`src/rtl/pebs_pkg.sv`:
```
package pebs_pkg;

    typedef enum logic {
        CSRC_REG = 1'b0,
        CSRC_NBR = 1'b1
    } carry_src_e;

    typedef struct packed {
        logic [3:0] d_tbl;
        logic [3:0] n_tbl;
    } bool_cfg_t;

    typedef struct packed {
        logic sum;
        logic carry;
    } ha_t;

    function automatic ha_t half_add(input logic x, input logic y);
        ha_t r;
        r.sum   = x ^ y;
        r.carry = x & y;
        return r;
    endfunction

    function automatic logic lut2(input logic [3:0] tbl, input logic p, input logic a);
        return tbl[{p, a}];
    endfunction

endpackage

```
`src/rtl/pebs_nbr_merge.sv`:
```
module pebs_nbr_merge #(
    parameter int NBR_N = 8
) (
    input  logic [NBR_N-1:0] nbr_in,
    input  logic [NBR_N-1:0] nbr_en,
    output logic             t_out
);
    logic [NBR_N-1:0] gated;

    for (genvar i = 0; i < NBR_N; i++) begin : g_gate
        assign gated[i] = nbr_in[i] & nbr_en[i];
    end

    assign t_out = |gated;
endmodule

```
`src/rtl/pebs_front.sv`:
```
module pebs_front
    import pebs_pkg::*;
(
    input  logic       add_mode,
    input  carry_src_e csrc,
    input  logic       b_q,
    input  logic       t_in,
    input  logic       c_q,
    output logic       p_out,
    output logic       h_carry
);
    logic x_in;
    ha_t  ha;

    always_comb begin
        x_in = (csrc == CSRC_NBR) ? t_in : c_q;
        ha   = half_add(b_q, x_in);
        if (add_mode) begin
            p_out   = ha.sum;
            h_carry = ha.carry;
        end else begin
            p_out   = b_q | t_in;
            h_carry = 1'b0;
        end
    end
endmodule

```
`src/rtl/pebs_bool_unit.sv`:
```
module pebs_bool_unit
    import pebs_pkg::*;
(
    input  bool_cfg_t cfg,
    input  logic      p_in,
    input  logic      a_in,
    output logic      d_out,
    output logic      n_out
);
    always_comb begin
        d_out = lut2(cfg.d_tbl, p_in, a_in);
        n_out = lut2(cfg.n_tbl, p_in, a_in);
    end
endmodule

```
`src/rtl/pebs_mem.sv`:
```
module pebs_mem #(
    parameter int DEPTH  = 32,
    parameter int ADDR_W = $clog2(DEPTH)
) (
    input  logic              clk,
    input  logic              rst,
    input  logic              wr_en,
    input  logic [ADDR_W-1:0] wr_addr,
    input  logic              wr_data,
    input  logic [ADDR_W-1:0] addr_a,
    input  logic [ADDR_W-1:0] addr_b,
    output logic              rd_a,
    output logic              rd_b
);
    logic [DEPTH-1:0] bits_q;

    for (genvar i = 0; i < DEPTH; i++) begin : g_word
        always_ff @(posedge clk) begin
            if (rst)
                bits_q[i] <= 1'b0;
            else if (wr_en && (wr_addr == ADDR_W'(i)))
                bits_q[i] <= wr_data;
        end
    end

    assign rd_a = bits_q[addr_a];
    assign rd_b = bits_q[addr_b];
endmodule

```
`src/rtl/pebs_cell.sv`:
```
module pebs_cell
    import pebs_pkg::*;
#(
    parameter int NBR_N     = 8,
    parameter int MEM_DEPTH = 32,
    parameter int TBL_W     = 4,
    localparam int ADDR_W   = $clog2(MEM_DEPTH)
) (
    input  logic              clk,
    input  logic              rst,
    input  logic [NBR_N-1:0]  nbr_in,
    input  logic [NBR_N-1:0]  nbr_en,
    input  logic              add_mode,
    input  logic              carry_src,
    input  logic              c_clr,
    input  logic [TBL_W-1:0]  tbl_d,
    input  logic [TBL_W-1:0]  tbl_n,
    input  logic [ADDR_W-1:0] addr_a,
    input  logic              ld_a,
    input  logic [ADDR_W-1:0] addr_b,
    input  logic              ld_b,
    input  logic [ADDR_W-1:0] wr_addr,
    input  logic              wr_en,
    output logic              d_out,
    output logic              nbr_out,
    output logic              carry_out,
    output logic              c_q
);
    logic      a_q, b_q, c_r;
    logic      t_sig, p_sig, h_carry, rd_a, rd_b, full_carry;
    bool_cfg_t cfg;
    carry_src_e csrc;

    assign cfg  = '{d_tbl: tbl_d, n_tbl: tbl_n};
    assign csrc = carry_src_e'(carry_src);

    pebs_nbr_merge #(.NBR_N(NBR_N)) u_merge (
        .nbr_in (nbr_in),
        .nbr_en (nbr_en),
        .t_out  (t_sig)
    );

    pebs_front u_front (
        .add_mode (add_mode),
        .csrc     (csrc),
        .b_q      (b_q),
        .t_in     (t_sig),
        .c_q      (c_r),
        .p_out    (p_sig),
        .h_carry  (h_carry)
    );

    pebs_bool_unit u_bool (
        .cfg   (cfg),
        .p_in  (p_sig),
        .a_in  (a_q),
        .d_out (d_out),
        .n_out (nbr_out)
    );

    pebs_mem #(.DEPTH(MEM_DEPTH)) u_mem (
        .clk     (clk),
        .rst     (rst),
        .wr_en   (wr_en),
        .wr_addr (wr_addr),
        .wr_data (d_out),
        .addr_a  (addr_a),
        .addr_b  (addr_b),
        .rd_a    (rd_a),
        .rd_b    (rd_b)
    );

    assign full_carry = h_carry | nbr_out;
    assign carry_out  = add_mode & full_carry;

    always_ff @(posedge clk) begin
        if (rst) begin
            a_q <= 1'b0;
            b_q <= 1'b0;
            c_r <= 1'b0;
        end else begin
            if (ld_a) a_q <= rd_a;
            if (ld_b) b_q <= rd_b;
            if (c_clr)         c_r <= 1'b0;
            else if (add_mode) c_r <= full_carry;
        end
    end

    assign c_q = c_r;
endmodule

```
`config.mk`:
```
export PLATFORM = sky130hd
export DESIGN_NAME = pebs_cell
export DESIGN_NICKNAME = d
export VERILOG_FILES = /design/src/rtl/pebs_pkg.sv /design/src/rtl/pebs_nbr_merge.sv /design/src/rtl/pebs_front.sv /design/src/rtl/pebs_bool_unit.sv /design/src/rtl/pebs_mem.sv /design/src/rtl/pebs_cell.sv
export SDC_FILE = /design/constraint.sdc
export NUM_CORES = 1
export LEC_CHECK = 0
export BUFFER_PORTS_ARGS = -buffer_cell sky130_fd_sc_hd__buf_2
export CAP_MARGIN = 20
export CORE_ASPECT_RATIO = 0.9
export CORE_MARGIN = 2
export CORE_UTILIZATION = 35
export DETAILED_ROUTE_END_ITERATION = 16
export PLACE_DENSITY = 0.6
export SLEW_MARGIN = 30
export SYNTH_ARGS = -nofsm -noshare
export SYNTH_HDL_FRONTEND = slang
export SYNTH_SLANG_ARGS = --single-unit
export TNS_END_PERCENT = 5
```
`constraint.sdc`:
```
create_clock -name clk -period 7.35 [get_ports clk]
set_clock_uncertainty 0.1 [all_clocks]
set_input_delay 0.735 -clock clk [delete_from_list [all_inputs] [get_ports clk]]
set_output_delay 0.735 -clock clk [all_outputs]
set_load 0.02 [all_outputs]
```
==> impl_metrics.json <==
{
  "status": "complete, no violations",
  "ctsHtreeMaxLevel": 2,
  "via_count": 2022,
  "min_from": "c_q$_SDFFE_PP0P_",
  "clock-sinks": 35,
  "hold_viol_final": 0,
  "yosysTopAreaCellShare": 0.307,
  "synth_commonest_cells": "66 x a21oi_1, 35 x dfxtp_1, 34 x nor2b_1",
  "die-area_mm2": 0.00718,
  "post-route-util": 0.434,
  "synth_async_sr_flop_share": 0,
  "setup_viol": 0,
  "synth_edf_count": 0,
  "nNetsFinal": 340,
  "wl_per_cell_um": 15.8,
  "fmaxAchievable_mhz": 283,
  "ys_top_cells_by_area": "dfxtp_1 31%, a21oi_1 14%, nor2b_1 9.3%",
  "grt_pass1_wl_um": 9740,
  "drt-total-wl_um": 6020,
  "drtAntennaViolNets": 0,
  "fin_crit_ps": 3540,
  "finalCritPeriodShare": 0.481,
  "peakVddDrop_mv": 0.107,
  "cts_resized": 0,
  "netSwitchingFraction": 0.285,
  "r2r-end": "u_mem.bits_q[22]$_SDFFE_PP0P_",
  "pin_count": 51,
  "p_int_mw": 0.334,
  "synthFlopType": "dfxtp_1",
  "endpoint": "nbr_out",
  "port_buffers": 50,
  "worst_pin_slew_ps": 777,
  "cts_tree": "built",
  "crit_chain": "buf_2, a22oi_1, and4_1, a21oi_1, ha_1, and2b_1, a21oi_1, mux4_2, buf_2",
  "core_area_mm2": 0.00622,
  "synthesis.area_mm2": 0.00228,
  "grt_pass1_vias": 1884,
  "yosysMostFrequentCell": "a21oi_1",
  "maxCapViolations": 0,
  "clkSlewWorstSetupHoldPaths_ps": 80,
  "diodes": 0,
  "grt_max_degree": 39,
  "path_class": "in2out",
  "syn_inst": 250,
  "drt_iter0_markers": 110,
  "dr.pass1.iters": 4,
  "crit_arrival_ps": 2700,
  "synth.avg_cell_area_um2": 9.13,
  "clk_latency_ps": 290,
  "endpoint_kind": "output port",
  "p_seq_frac": 0.425,
  "grt_use_total": 0.178,
  "power_frac_clock": 0.393,
  "rr_worst_depth": 8,
  "ys_seq_area_frac": 0.307,
  "pwr_density_cell_mw_per_mm2": 174,
  "cts_buffer_depth": 2,
  "setup_tns_ps": 0,
  "hold_path.class": "reg2reg",
  "slew_headroom": 0.482,
  "crit_start": "nbr_in[5]",
  "drive_gt1_frac": 0.270,
  "fin_area_mm2": 0.00270,
  "cpPeakStageDelay_ps": 330,
  "synthToLayoutAreaGrowth_pct": 18.1,
  "syn_nets": 298,
  "detailedPlacementHpwl_um": 4320,
  "numCtsBuffers": 5,
  "place_congestion": 0.799,
  "grt_antenna_before_repair": 0,
  "cts_hold_buf": 0,
  "synth_area_leader_cell": "dfxtp_1",
  "slew_viol_final": 0,
  "ys_seq_elements": 35,
  "cp_max_fo": 4,
  "grt_overflow": 0,
  "num_rows": 27,
  "drc_errors": 0,
  "die_y_um": 80.6,
  "pwr-share-comb": 0.182,
  "die_w_um": 89.1,
  "start_util": 0.367,
  "required_ps": 6510,
  "synth_warnings": 0,
  "reg2reg_from": "c_q$_SDFFE_PP0P_",
  "startpoint_type": "input pin",
  "synthDistinctLibCells": 42,
  "p_sw_mw": 0.133,
  "placed_area_mm2": 0.00257,
  "detail_route.vias_per_cell": 5.32,
  "cts_root_buf": "clkbuf_8",
  "reg2reg_setup_slack_ps": 5180,
  "rsz0062_at_grt": "false",
  "cts_setup_buffers": 0,
  "slowest_stage": "ha_1",
  "p_leak_nw": 1.08
}
==> through the flow <==
stage	worst slack [ps]	cells	hold WS, ps	power [mW]
2_1_floorplan	4110	250	479	0.260
3_3_place_gp	3880	372	402	0.287
3_5_place_dp	3820	372	417	0.288
4_1_cts	3820	380	428	0.470
5_1_grt	3650	380	469	0.489
6_report	3810	380	421	0.468
==> registers in the layout, indices dropped and copies added, names as in the netlist <==
register,cells
b_q,1
u_mem.bits_q,32
a_q,1
c_q,1
==> kinds of logic after synthesis <==
logic type      after synthesis  synth area share
simple gates                 85             0.243
compound gates               81             0.202
flops                        35             0.307
mux                          30             0.206
buf+inv                      18            0.0367
fa+ha+maj                     1           0.00548
==> critical path, delay by kind of cell <==
family,cells,cell delay (ps)
adder cells (fa/ha/maj),1,330
AND/OR/NAND/NOR,2,530
multiplexers,1,330
AO/OA/AOI/OAI,3,500
buffers and inverters,2,270
==> metal layers <==
layer  global-route usage  share of wire  vias up
li1                     -              -     1028
met2                0.259           0.43       50
met3               0.0360          0.058        4
met4               0.0522         0.0083        0
met5                    0              0        -
met1                0.264           0.51      940
==> final cells by class <==
class	count	area, µm²
Tap cell	87	109
Clock inverter	3	47.5
Fill cell	658	3520
Clock buffer	5	68.8
Inverter	3	11.3
Multi-Input combinational cell	197	1510
Timing Repair Buffer	50	250
Sequential cell	35	701
==> placed cells by master (no fill, tap or decap), types with 2 or more instances in the layout <==
cell,count
a21oi_1,66
a22oi_1,4
a31oi_1,2
and2_1,2
buf_2,50
clkbuf_8,5
dfxtp_1,35
inv_1,3
mux2_2,4
mux2i_1,14
mux4_1,4
mux4_2,8
nand2_1,5
nand2b_1,3
nand3_1,5
nand4_1,2
nor2_1,15
nor2b_1,34
nor3_2,2
nor3b_4,3
nor4b_1,4
o211ai_1,3
==> power groups by stage <==
stage	Sequential, mW	Clock [mW]	Combinational, mW
6_report	0.199	0.184	0.0850
5_1_grt	0.200	0.196	0.0938
4_1_cts	0.199	0.187	0.0848
3_5_place_dp	0.203	0	0.0845
3_3_place_gp	0.203	0	0.0838
2_1_floorplan	0.202	0	0.0584
==> worst min path at each step <==
stage,slack (ps),depth (start not counted),end
final,420,2,c_q$_SDFFE_PP0P_
after global routing,470,2,c_q$_SDFFE_PP0P_
after CTS,430,2,c_q$_SDFFE_PP0P_
after detailed placement,420,2,c_q$_SDFFE_PP0P_
after global placement,400,2,c_q$_SDFFE_PP0P_
after floorplan,480,2,c_q$_SDFFE_PP0P_
Note: power is estimated with default switching activity, not from simulation.
